**src/rtl/sr_guard_pkg.sv**
```systemverilog
`timescale 1ns/1ps
package sr_guard_pkg;

  typedef enum logic [2:0] {
    K_PROG  = 3'd0,
    K_PWR   = 3'd1,
    K_PERA  = 3'd2,
    K_SUBER = 3'd3,
    K_SECER = 3'd4,
    K_BULK  = 3'd5
  } op_kind_e;

  // number of top sectors shielded by a protect code
  function automatic int unsigned guarded_count(input logic [2:0] code,
                                                input int unsigned sectors);
    int unsigned n;
    if (code == 3'd0) begin
      n = 0;
    end else begin
      n = 32'd1 << (code - 3'd1);
      if (n > sectors) n = sectors;
    end
    return n;
  endfunction

endpackage

```
**src/rtl/sr_guard_regs.sv**
```systemverilog
`timescale 1ns/1ps
module sr_guard_regs (
  input  logic       clk,
  input  logic       rst_n,
  input  logic       swr_valid_i,
  input  logic [7:0] swr_data_i,
  input  logic       wel_i,
  input  logic       wip_i,
  input  logic       wp_n_i,
  output logic       wd_o,
  output logic [2:0] bp_o,
  output logic       resp_valid_o,
  output logic       resp_ok_o
);
  logic frozen;
  logic accept;
  logic unused_bits;

  assign frozen      = wd_o & ~wp_n_i;
  assign accept      = swr_valid_i & wel_i & ~wip_i & ~frozen;
  assign unused_bits = ^{swr_data_i[6:5], swr_data_i[1:0]};

  always_ff @(posedge clk or negedge rst_n) begin
    if (!rst_n) begin
      wd_o         <= 1'b0;
      bp_o         <= 3'd0;
      resp_valid_o <= 1'b0;
      resp_ok_o    <= 1'b0;
    end else begin
      resp_valid_o <= swr_valid_i;
      resp_ok_o    <= accept;
      if (accept) begin
        wd_o <= swr_data_i[7];
        bp_o <= swr_data_i[4:2];
      end
    end
  end
endmodule

```
**src/rtl/sr_guard_map.sv**
```systemverilog
`timescale 1ns/1ps
module sr_guard_map #(
  parameter int SECTORS = 8
) (
  input  logic [2:0]         bp_i,
  output logic [SECTORS-1:0] prot_o
);
  import sr_guard_pkg::*;

  int unsigned span;
  always_comb span = guarded_count(bp_i, SECTORS);

  for (genvar s = 0; s < SECTORS; s++) begin : g_sec
    assign prot_o[s] = (32'(s) + span) >= 32'(SECTORS);
  end
endmodule

```
**src/rtl/sr_guard_judge.sv**
```systemverilog
`timescale 1ns/1ps
module sr_guard_judge #(
  parameter int SECTORS = 8,
  localparam int SEC_W = $clog2(SECTORS)
) (
  input  logic               clk,
  input  logic               rst_n,
  input  logic               op_valid_i,
  input  logic [2:0]         op_kind_i,
  input  logic [SEC_W-1:0]   sector_i,
  input  logic [SECTORS-1:0] prot_i,
  input  logic [SECTORS-1:0] lock_i,
  input  logic               wel_i,
  input  logic               wip_i,
  output logic               resp_valid_o,
  output logic               resp_ok_o
);
  import sr_guard_pkg::*;

  logic sector_hit;
  logic any_guard;
  logic region_ok;
  logic verdict;

  assign sector_hit = prot_i[sector_i] | lock_i[sector_i];
  assign any_guard  = (|prot_i) | (|lock_i);

  always_comb begin
    unique case (op_kind_i)
      K_PROG, K_PWR, K_PERA, K_SUBER, K_SECER: region_ok = ~sector_hit;
      K_BULK:                                  region_ok = ~any_guard;
      default:                                 region_ok = 1'b0;
    endcase
  end

  assign verdict = wel_i & ~wip_i & region_ok;

  always_ff @(posedge clk or negedge rst_n) begin
    if (!rst_n) begin
      resp_valid_o <= 1'b0;
      resp_ok_o    <= 1'b0;
    end else begin
      resp_valid_o <= op_valid_i;
      resp_ok_o    <= op_valid_i & verdict;
    end
  end
endmodule

```
**src/rtl/sr_guard.sv**
```systemverilog
`timescale 1ns/1ps
module sr_guard #(
  parameter int SECTORS = 8,
  parameter int SECTOR_AW = 16,
  localparam int SEC_W = $clog2(SECTORS),
  localparam int ADDR_W = SEC_W + SECTOR_AW
) (
  input  logic               clk,
  input  logic               rst_n,
  input  logic               wp_n_i,
  input  logic               wip_i,
  input  logic               wel_i,
  input  logic               swr_valid_i,
  input  logic [7:0]         swr_data_i,
  input  logic               op_valid_i,
  input  logic [2:0]         op_kind_i,
  input  logic [ADDR_W-1:0]  op_addr_i,
  input  logic [SECTORS-1:0] lock_mask_i,
  output logic [7:0]         status_o,
  output logic               swr_resp_valid_o,
  output logic               swr_resp_ok_o,
  output logic               op_resp_valid_o,
  output logic               op_resp_ok_o
);
  logic               wd;
  logic [2:0]         bp;
  logic [SECTORS-1:0] prot;
  logic [SEC_W-1:0]   sector;
  logic               unused_addr;

  assign sector      = op_addr_i[ADDR_W-1 -: SEC_W];
  assign unused_addr = ^op_addr_i[SECTOR_AW-1:0];
  assign status_o    = {wd, 2'b00, bp, wel_i, wip_i};

  sr_guard_regs u_regs (
    .clk          (clk),
    .rst_n        (rst_n),
    .swr_valid_i  (swr_valid_i),
    .swr_data_i   (swr_data_i),
    .wel_i        (wel_i),
    .wip_i        (wip_i),
    .wp_n_i       (wp_n_i),
    .wd_o         (wd),
    .bp_o         (bp),
    .resp_valid_o (swr_resp_valid_o),
    .resp_ok_o    (swr_resp_ok_o)
  );

  sr_guard_map #(.SECTORS(SECTORS)) u_map (
    .bp_i   (bp),
    .prot_o (prot)
  );

  sr_guard_judge #(.SECTORS(SECTORS)) u_judge (
    .clk          (clk),
    .rst_n        (rst_n),
    .op_valid_i   (op_valid_i),
    .op_kind_i    (op_kind_i),
    .sector_i     (sector),
    .prot_i       (prot),
    .lock_i       (lock_mask_i),
    .wel_i        (wel_i),
    .wip_i        (wip_i),
    .resp_valid_o (op_resp_valid_o),
    .resp_ok_o    (op_resp_ok_o)
  );
endmodule

```
**config.mk**
```make
export PLATFORM = sky130hd
export DESIGN_NAME = sr_guard
export DESIGN_NICKNAME = d
export VERILOG_FILES = /design/src/rtl/sr_guard_pkg.sv /design/src/rtl/sr_guard_regs.sv /design/src/rtl/sr_guard_map.sv /design/src/rtl/sr_guard_judge.sv /design/src/rtl/sr_guard.sv
export SDC_FILE = /design/constraint.sdc
export NUM_CORES = 1
export LEC_CHECK = 0
export ABC_AREA = 1
export BUFFER_PORTS_ARGS = -buffer_cell sky130_fd_sc_hd__buf_4
export CORE_UTILIZATION = 35
export CTS_CLUSTER_SIZE = 24
export DETAILED_ROUTE_END_ITERATION = 7
export PLACE_DENSITY_LB_ADDON = 0.15
export REMOVE_ABC_BUFFERS = 1
export SETUP_SLACK_MARGIN = 0.15
export SKIP_LAST_GASP = 1
export SLEW_MARGIN = 20
export SYNTH_ARGS = -nofsm -noshare
export SYNTH_HDL_FRONTEND = slang
export SYNTH_SLANG_ARGS = --single-unit
```
**constraint.sdc**
```tcl
create_clock -name clk -period 1.9 [get_ports clk]
set_input_delay 0.285 -clock clk [delete_from_list [all_inputs] [get_ports clk]]
set_output_delay 0.285 -clock clk [all_outputs]
set_load 0.005 [all_outputs]
```
== Word level (Yosys, flattened, before mapping) ==
Cells that the tools add are included.

* Add/sub/neg operators: 8
* Magnitude comparators: 10
* Equal/unequal tests: 5
* Shifts and indexed selects: 1
* Multiplexer cells: 7
* Bitwise gates (word level): 14
* Reductions and logical operators: 5

{| class="wikitable"
|+ Operators with widths
! operator !! count
|-
| 32-bit by 4-bit greater-or-equal comparator with 1-bit output, second input constant || 8
|-
| 3-bit by 32-bit adder with 32-bit output, first input constant || 4
|-
| 2-bit by 32-bit adder with 32-bit output, first input constant || 2
|-
| 32-bit two-way mux || 2
|-
| 1-bit by 32-bit adder with 32-bit output, first input constant || 1
|-
| 32-bit by 4-bit greater-than comparator with 1-bit output, second input constant || 1
|-
| 1-bit by 3-bit << shifter with 32-bit output, first input constant || 1
|-
| 8-bit OR reduction || 2
|-
| 1-bit bitwise AND || 7
|-
| 1-bit binary-select mux with 3-bit select || 2
|-
| 3-bit by 2-bit equality test with 1-bit output, second input constant || 2
|-
| 3-bit equality test, second input constant || 2
|-
| 3-bit logical NOT || 2
|-
| 1-bit inverter || 5
|-
| 5-bit OR reduction || 1
|-
| 3-bit by 4-bit < comparator with 1-bit output, second input constant || 1
|-
| 3-bit by 1-bit equality test with 1-bit output, second input constant || 1
|-
| 3-bit by 1-bit subtractor with 3-bit output, second input constant || 1
|-
| 1-bit two-way mux || 2
|-
| 1-bit OR || 2
|-
| 1-bit one-hot mux with 2 select lines || 1
|}

* Register bits: 8
* Input port bits: 45
* Output and inout bits: 12
* Word-level logic and storage cells: 56

== Depth between registers and ports, before layout ==
Gate-level depths: netlist of run 1.

* Depth in word-level cells: 14
* Gate-level depth with buffers: 12
* Mapped depth without buffers: 12

== By module ==
Synthesis of run 1 repeated with hierarchy kept, for this count alone.

* Cells, all modules: 101
* Area total of the unflattened synthesis: 684.4 um^2

{| class="wikitable"
|+ By module, submodules not included
! module !! instances !! cells each !! area each (um^2) !! seq. area each (um^2)
|-
| sr_guard_judge || 1 || 43 || 264.0 || 50.0
|-
| sr_guard_regs || 1 || 24 || 235.2 || 150.1
|-
| sr_guard_map || 1 || 28 || 143.9 || 0.0
|-
| sr_guard || 1 || 6 || 41.3 || 0.0
|}

== Worst setup path before layout of run 1 ==
Ideal clock, no wire load.

* Path type: reg2reg
* Start: register u_regs.bp_o[1]
* End: register u_judge.resp_ok_o
* Setup time: 119 ps
* Arrival time: 1371 ps
* Required time: 1781 ps
* Path slack: 410 ps
* Stages on the path, launching flop included: 12
* Buffers on the path: 0
* Period minus slack after synthesis: 1490 ps
* Path through: dfrtp_1 -> nand2_1 -> nor2_1 -> ha_1 -> nand2_1 -> nand2_1 -> nor2_1 -> nor2_1 -> nand3_1 -> nand2_1 -> nand2_1 -> a21oi_2

* Word-level cells in the longest chain between the ends: 14
* Elaborated cells on any way between the ends: 31
* Classes of those cells: add/sub (8); order compare (9); shift (1); mux (5); bitwise (6); reduce/logical (2)

{| class="wikitable"
|+ RTL lines
! element !! RTL line !! text
|-
| from (decl) || sr_guard_regs.sv:11 || <nowiki>output logic [2:0] bp_o,</nowiki>
|-
| from (signal assigned) || sr_guard_regs.sv:34 || <nowiki>bp_o <= swr_data_i[4:2];</nowiki>
|-
| 3-bit by 1-bit subtractor with 3-bit output || sr_guard_pkg.sv:20 || <nowiki>n = 32'd1 << (code - 3'd1);</nowiki>
|-
| 1-bit by 3-bit << shifter with 32-bit output || sr_guard_pkg.sv:20 ||
|-
| 32-bit by 4-bit greater-than comparator with 1-bit output || sr_guard_pkg.sv:21 || <nowiki>if (n > sectors) n = sectors;</nowiki>
|-
| 32-bit two-way mux || sr_guard_pkg.sv:21 ||
|-
| 32-bit two-way mux * || sr_guard_pkg.sv:17 || <nowiki>if (code == 3'd0) begin</nowiki>
|-
| 1-bit by 32-bit adder with 32-bit output, or another cell as far along || sr_guard_map.sv:14 || <nowiki>assign prot_o[s] = (32'(s) + span) >= 32'(SECTORS);</nowiki>
|-
| 32-bit by 4-bit greater-or-equal comparator with 1-bit output || sr_guard_map.sv:14 ||
|-
| 1-bit binary-select mux with 3-bit select || sr_guard_judge.sv:25 || <nowiki>assign sector_hit = prot_i[sector_i] | lock_i[sector_i];</nowiki>
|-
| 1-bit two-way mux (not written as such) || sr_guard_judge.sv:25 ||
|-
| 1-bit OR || sr_guard_judge.sv:25 ||
|-
| 1-bit inverter || sr_guard_judge.sv:30 || <nowiki>K_PROG, K_PWR, K_PERA, K_SUBER, K_SECER: region_ok = ~sector_hit;</nowiki>
|-
| 1-bit one-hot mux with 2 select lines * || sr_guard_judge.sv:29 || <nowiki>unique case (op_kind_i)</nowiki>
|-
| 1-bit bitwise AND * || sr_guard_judge.sv:36 || <nowiki>assign verdict = wel_i & ~wip_i & region_ok;</nowiki>
|-
| 1-bit bitwise AND * || sr_guard_judge.sv:44 || <nowiki>resp_ok_o <= op_valid_i & verdict;</nowiki>
|-
| to (signal assigned) || sr_guard_judge.sv:44 ||
|-
| to (decl) || sr_guard_judge.sv:16 || <nowiki>output logic resp_ok_o</nowiki>
|}

Mark *: on every way between the ends. The rest lies on a longest branch, timed or not. The select of a mux whose other input is x is not followed.
A chain may end at the register's enable or synchronous reset.

== Worst setup path in the final report of run 1 ==
* Start: register u_regs.bp_o[0]
* End: register u_judge.resp_ok_o

Same word-level chain as after synthesis.

==> results of run 1 <==
-- power by group through the flow --
stage	combinational [mW]	sequential [mW]	clock, mW
after floorplan	0.133	0.226	0
after global routing	0.312	0.227	0.140
after CTS	0.269	0.220	0.130
after global placement	0.264	0.222	0
after detailed placement	0.267	0.222	0
final	0.276	0.223	0.128
-- per-stage QoR --
stage | cells | cell area [sq um]
after floorplan | 92 | 592
after global placement | 152 | 886
after detailed placement | 152 | 886
after CTS | 156 | 918
after global routing | 156 | 928
final | 156 | 928
-- logic make-up (layout without fill, tap and decap cells) --
group | count (synthesis) | after routing | share of synthesized area (%)
compound gates | 11 | 11 | 10.9
fa+ha+maj | 3 | 3 | 5.93
buf+inv | 20 | 52 | 14.8
flops | 8 | 8 | 31.6
other cells | 1 | 2 | 0.592
simple gates | 55 | 55 | 36.2
-- cells in the mapped netlist, types with 2 or more instances --
library cell | number | share of area [%]
sky130_fd_sc_hd__ha_1 | 3 | 5.9
sky130_fd_sc_hd__inv_1 | 11 | 6.5
sky130_fd_sc_hd__o21ai_0 | 7 | 5.5
sky130_fd_sc_hd__inv_2 | 2 | 1.2
sky130_fd_sc_hd__nand3_1 | 7 | 5.5
sky130_fd_sc_hd__clkbuf_1 | 2 | 1.2
sky130_fd_sc_hd__buf_4 | 5 | 5.9
sky130_fd_sc_hd__nor2_1 | 14 | 8.3
sky130_fd_sc_hd__nand2_1 | 28 | 17
sky130_fd_sc_hd__a21oi_2 | 2 | 2.8
sky130_fd_sc_hd__dfrtp_1 | 8 | 32
sky130_fd_sc_hd__nor3_1 | 2 | 1.6
-- layout make-up --
cell class | instances | area share, %
clock buffer | 3 | 2.43
sequential | 8 | 21.7
inverter | 13 | 5.26
tap | 25 | 3.37
multi-input combinational | 71 | 37.9
timing repair buffer | 36 | 29.4
-- worst max-delay path, cell delays in order, from the launching register on --
cell and delay, ns:
sky130_fd_sc_hd__dfrtp_1 0.42, sky130_fd_sc_hd__nand2_1 0.14, sky130_fd_sc_hd__nor2_2 0.14, sky130_fd_sc_hd__inv_1 0.06
sky130_fd_sc_hd__ha_1 0.20, sky130_fd_sc_hd__nor4_2 0.28, sky130_fd_sc_hd__nand4_1 0.15, sky130_fd_sc_hd__a21oi_2 0.15
-- state kept, by name, indices dropped and copies added (netlist names) --
name,count
u_judge.resp_ok_o,1
u_judge.resp_valid_o,1
u_regs.bp_o,3
u_regs.resp_ok_o,1
u_regs.resp_valid_o,1
u_regs.wd_o,1
-- worst paths after layout --
kind | from | end | slack (ns) | cells past startpoint
max in group asynchronous | rst_n | u_regs.bp_o[2] | 1.38 | 2
min in group asynchronous | rst_n | u_regs.bp_o[1] | 0.38 | 2
min reg2reg | u_regs.wd_o | u_regs.wd_o | 0.59 | 2
max | u_regs.bp_o[0] | u_judge.resp_ok_o | 0.28 | 7
max reg2reg | u_regs.bp_o[0] | u_judge.resp_ok_o | 0.28 | 7
min | op_valid_i | u_judge.resp_valid_o | 0.15 | 1
-- routing by layer --
layer / GRT usage, % / wire (microns) / vias up
met2: 27.9 / 760 / 26
li1: - / - / 367
met5: 0 / 0 / -
met3: 2.04 / 92 / 0
met1: 20.1 / 679 / 321
met4: 7.27 / 0 / 0
-- what timing repair did --
item / 4_1_cts / 5_1_grt
setup buffers: 0 / 0
hold buffers: 1 / 0
resized for setup: 0 / 3
endpoints found under the setup margin: 0 / 1
hold endpoints to repair: 8 / 0
==> out/qor.tcl, run 1 <==
set qor(antenna_violations_before_repair) 0
set qor(fin_setup_tns_ns) 0
set qor(share_seq_of_total_power_pct) 35.6
set qor(avgViaCountPerCell) 4.58
set qor(vdd.ir_drop.worst_uv) 470
set qor(power_uw) 628
set qor(critical_path.max_fanout) 5
set qor(clock_power_share_pct) 20.4
set qor(finalNetCount) 181
set qor(gr-total-overflow) 0
set qor(drtAntennaViolNets) 0
set qor(internal_power_uw) 403
set qor(floorplan.rows) 15
set qor(mappedNetlistArea_sq_um) 633
set qor(tritoncts) {done}
set qor(end_kind) {flip-flop}
set qor(core_area_sq_um) 1710
set qor(grt_usage_pct) 16.2
set qor(setup_ws_final_ns) 0.281
set qor(grt_pass1_vias) 613
set qor(path_category_of_the_worst_min_delay_check) {input pin to flip-flop}
set qor(drtIter0Drc) 18
set qor(share_of_the_yosys_chip_area_belonging_to_registers_pct) 31.6
set qor(root_buffer) {sky130_fd_sc_hd__clkbuf_4}
set qor(maxClockFrequency_ghz) 0.617
set qor(multiInputGateArea_sq_um) 352
set qor(hpwl_microns) 1240
set qor(maxCapViolCount) 0
set qor(fill_cells) 182
set qor(clock_insertion_delay_worst_skew_ns) 0.25
set qor(setup_viol) 0
set qor(cp_data_arrival_time_ns) 1.80
set qor(whs_ns) 0.155
set qor(initial_core_util_pct) 37.1
set qor(mostFrequentLayoutCells) {sky130_fd_sc_hd__buf_4, sky130_fd_sc_hd__nand2_1, sky130_fd_sc_hd__nor2_1}
set qor(clk_transition_reported_paths_ns) 0.06
set qor(layout_commonest_cell) {sky130_fd_sc_hd__buf_4}
set qor(drc) 0
set qor(design.portCount) 57
set qor(synth_edf_count) 0
set qor(period_minus_slack_ns) 1.62
set qor(register_area_sq_um) 201
set qor(die_w_microns) 44.5
set qor(cts_inserted_buffers) 3
set qor(ys_ff_latch) 8
set qor(drv_slew) 0
set qor(critPathLaunchType) {flip-flop}
set qor(leakagePower_nw) 0.501
set qor(layout.core_utilization_pct) 54.4
set qor(portBuffers) 34
set qor(area_growth_syn_to_layout_pct) 46.6
set qor(gp_routability_congestion) 0.792
set qor(critical_path_class) {flip-flop to flip-flop}
set qor(die_h_microns) 44.5
set qor(p_switching_uw) 225
set qor(crit_required_ns) 2.08
set qor(post_synth.cell_area_avg_sq_um) 6.46
set qor(pwr_density_cell_nw_per_um2) 676
set qor(postSynthCellCount) 98
set qor(ys_dominant_reg_cell) {sky130_fd_sc_hd__dfrtp_1}
set qor(p_sw_share_pct) 35.8
set qor(first_pass_drt_iterations) 4
set qor(number_of_vias_in_the_routed_layout) 714
set qor(wire_length_of_the_first_global_routing_pass_microns) 2370
set qor(skew_ns) 0.00249
set qor(finalHoldViolCount) 0
set qor(routed_wirelength_microns) 1530
set qor(number_of_inserted_diodes) 0
set qor(setup_repair_after_global_routing_missed_its_margin) {no}
set qor(cts-root-to-sink-buffers) 2
set qor(place_worst_setup_slack_ns) 0.240
set qor(post_synth_arst_share_pct) 100
set qor(clock_sink_count) 8
set qor(power.share.combinational_pct) 44.0
set qor(clock_tree.htree_level_count) 1
set qor(post_dr_wirelength_cell_microns) 9.82
set qor(share_of_final_layout_standard_cells_stronger_than_drive_strength_1_pct) 34.4
set qor(finalCritPeriodShare_pct) 85.2
set qor(die-area_sq_um) 1980
set qor(run_status) {finished clean}
set qor(synth_warnings) 0
set qor(grt_start_max_net_pins) 10
set qor(synthDistinctLibCells) 19
Power figures use the tool's default switching activity.
==> inputs of run 2 (changes only) <==
--- a/config.mk
+++ b/config.mk
@@ -19,2 +19,3 @@
 export SYNTH_HDL_FRONTEND = slang
 export SYNTH_SLANG_ARGS = --single-unit
+export TNS_END_PERCENT = 20
==> constraint.sdc (replaced) <==
create_clock -name clk -period 1.9 [get_ports clk]
set_input_delay 0.095 -clock clk [delete_from_list [all_inputs] [get_ports clk]]
set_output_delay 0.095 -clock clk [all_outputs]
set_load 0.005 [all_outputs]
==> run 2 against run 1 <==
Against the previous run:
- combinational power rose by 1%
- sequential share of layout area is 0.46 points lower
- critical endpoint unchanged
- first-iteration DRC count unchanged
- core utilization rose by 1.2 points
- total power is 0.54% higher
- largest power group unchanged
==> out/qor.tcl, run 2 (synthesis gave the netlist of run 1 again) <==
set qor(finalHoldViolCount) 0 ;# unchanged
set qor(worstPathCellList) {nand2_1, nor2_2, inv_1, ha_1, nor4_2, nand4_1, a21oi_2}
set qor(critical_path_class) {flip-flop to flip-flop}
set qor(core_area_sq_um) 1710 ;# unchanged
set qor(design.portCount) 57 ;# unchanged
set qor(postCtsSetupBuffers) 0 ;# unchanged
set qor(fin_setup_tns_ns) 0 ;# unchanged
set qor(p_sw_share_pct) 35.7 ;# -0.079 points
set qor(area_growth_syn_to_layout_pct) 49.8
set qor(pwr_density_cell_nw_per_um2) 665 ;# -1.6%
set qor(grt_pass1_vias) 619 ;# +0.98%
set qor(end_kind) {flip-flop}
set qor(root_buffer) {sky130_fd_sc_hd__clkbuf_4}
set qor(gr-total-overflow) 0 ;# unchanged
set qor(die_h_microns) 44.5 ;# unchanged
set qor(tritoncts) {done}
set qor(first_pass_drt_iterations) 4 ;# unchanged
set qor(clock_power_share_pct) 20.3 ;# about the same
set qor(die_w_microns) 44.5 ;# unchanged
set qor(share_of_final_layout_standard_cells_stronger_than_drive_strength_1_pct) 33.8 ;# -0.52 points
set qor(crit_slowest_cell) {sky130_fd_sc_hd__dfrtp_1}
set qor(wire_length_of_the_first_global_routing_pass_microns) 2380 ;# +0.29%
set qor(number_of_vias_in_the_routed_layout) 723 ;# +1.3%
set qor(cts-root-to-sink-buffers) 2 ;# unchanged
set qor(stdcell_count) 158 ;# +1.3%
set qor(grt_usage_pct) 16.2 ;# unchanged
set qor(setup_viol) 0 ;# unchanged
set qor(hpwl_microns) 1240 ;# unchanged
set qor(avgViaCountPerCell) 4.58 ;# about the same
set qor(drv_slew) 0 ;# unchanged
set qor(drtAntennaViolNets) 0 ;# unchanged
set qor(run_status) {finished clean}
set qor(drc) 0 ;# unchanged
set qor(critPathLaunchType) {flip-flop}
set qor(post_dr_wirelength_cell_microns) 9.72 ;# -1.0%
set qor(setup_repair_after_global_routing_missed_its_margin) {no}
set qor(initial_core_util_pct) 37.1 ;# unchanged
set qor(clk_transition_reported_paths_ns) 0.06 ;# about the same
set qor(number_of_inserted_diodes) 0 ;# unchanged
set qor(period_minus_slack_ns) 1.62 ;# +0.000101 ns
set qor(skew_ns) 0.00256 ;# +0.0000721 ns
set qor(internal_power_uw) 406 ;# +0.66%
set qor(cpLargestDelayFamily) {simple AND/OR/NAND/NOR gates}
set qor(vdd.ir_drop.worst_uv) 478 ;# +1.6%
set qor(share_seq_of_total_power_pct) 35.4 ;# -0.2 points
set qor(cts_inserted_buffers) 3 ;# unchanged
set qor(maxClockFrequency_ghz) 0.617 ;# about the same
set qor(gp_routability_congestion) 0.792 ;# unchanged
set qor(drtIter0Drc) 18 ;# unchanged
set qor(grt_start_max_net_pins) 10 ;# unchanged
set qor(cp_data_arrival_time_ns) 1.80 ;# about the same
set qor(clock_tree.htree_level_count) 1 ;# unchanged
set qor(die-area_sq_um) 1980 ;# unchanged
set qor(clock_insertion_delay_worst_skew_ns) 0.25 ;# about the same
set qor(crit_required_ns) 2.08 ;# about the same
set qor(clock_sink_count) 8 ;# unchanged
set qor(finalNetCount) 183 ;# +1.1%
set qor(p_switching_uw) 225 ;# +0.32%
set qor(floorplan.rows) 15 ;# unchanged
set qor(largest_register_ffs) 3 ;# unchanged
set qor(place_inst) 152 ;# unchanged
set qor(critical_path.max_fanout) 5 ;# unchanged
set qor(maxCapViolCount) 0 ;# unchanged
set qor(crit_buf_inv) 1 ;# unchanged
set qor(finalCritPeriodShare_pct) 85.2 ;# about the same
set qor(antenna_violations_before_repair) 0 ;# unchanged
set qor(leakagePower_nw) 0.509 ;# +1.7%
set qor(layout_commonest_cell) {sky130_fd_sc_hd__buf_4}
set qor(path_category_of_the_worst_min_delay_check) {input pin to flip-flop}
set qor(mostFrequentLayoutCells) {sky130_fd_sc_hd__buf_4, sky130_fd_sc_hd__nand2_1, sky130_fd_sc_hd__nor2_1}
set qor(max_stage_delay_ns) 0.42 ;# about the same
set qor(routed_wirelength_microns) 1540 ;# +0.26%
set qor(power.share.combinational_pct) 44.3 ;# +0.3 points
set qor(largest_register) {u_regs.bp_o}
set qor(portBuffers) 34 ;# unchanged
[run 2: changes by cell type in the layout (fill, tap and decap cells not counted)]
cell and change:
sky130_fd_sc_hd__dlygate4sd3_1 +2
[run 2: final cells by class]
cell class | instances | area, sq um
Clock buffer | 3 | 22.5
Fill cell | 175 | 759
Inverter | 13 | 48.8
Multi-Input combinational cell | 71 | 352
Sequential cell | 8 | 201
Tap cell | 25 | 31.3
Timing Repair Buffer | 38 | 293
[run 2: tightest hold or removal path, stage by stage]
cell	delay, ns
sky130_fd_sc_hd__buf_4	0.08
sky130_fd_sc_hd__nand2_1	0.04
sky130_fd_sc_hd__o21ai_0	0.05
[run 2: metrics by stage]
step | cell area [sq um] | power, mW | hold slack [ns] | worst slack [ns] | utilization, %
global route | 948 | 0.683 | 0.0880 | 0.155 | 55.5
detailed placement | 886 | 0.488 | -0.0824 | 0.240 | 51.9
CTS | 938 | 0.623 | 0.0497 | 0.228 | 54.9
global placement | 886 | 0.486 | -0.0821 | 0.205 | 51.9
floorplan | 592 | 0.359 | -0.201 | 0.410 | -
finish | 948 | 0.631 | 0.0514 | 0.280 | 55.5
[run 2: path summary, 6_finish.rpt]
check	startpoint	endpoint	slack, ns	cells after the start
setup / recovery	u_regs.bp_o[0]	u_judge.resp_ok_o	0.28	7
hold / removal	swr_data_i[7]	u_regs.wd_o	0.05	3
setup reg to reg	u_regs.bp_o[0]	u_judge.resp_ok_o	0.28	7
max in group asynchronous	rst_n	u_regs.bp_o[2]	1.57	2
hold reg to reg	u_regs.wd_o	u_regs.wd_o	0.60	2
min in group asynchronous	rst_n	u_regs.bp_o[1]	0.19	2
[run 2: what timing repair did]
item,in CTS,in global routing
resized for setup,0,3
setup endpoints to repair,0,1
endpoints found under the hold margin,10,0
hold buffers,3,0
[run 2: per-layer routing]
layer  routed length [microns]  GRT usage [%]
met3                        90           2.04
met2                       763           27.9
met4                         0           7.27
met5                         0              0
met1                       683           20.1
[run 2: power by group through the flow]
stage | sequential [mW] | clock [mW] | combinational, mW
2_1_floorplan | 0.226 | 0 | 0.133
3_3_place_gp | 0.222 | 0 | 0.264
3_5_place_dp | 0.222 | 0 | 0.267
4_1_cts | 0.220 | 0.130 | 0.273
5_1_grt | 0.227 | 0.140 | 0.316
6_report | 0.223 | 0.128 | 0.280
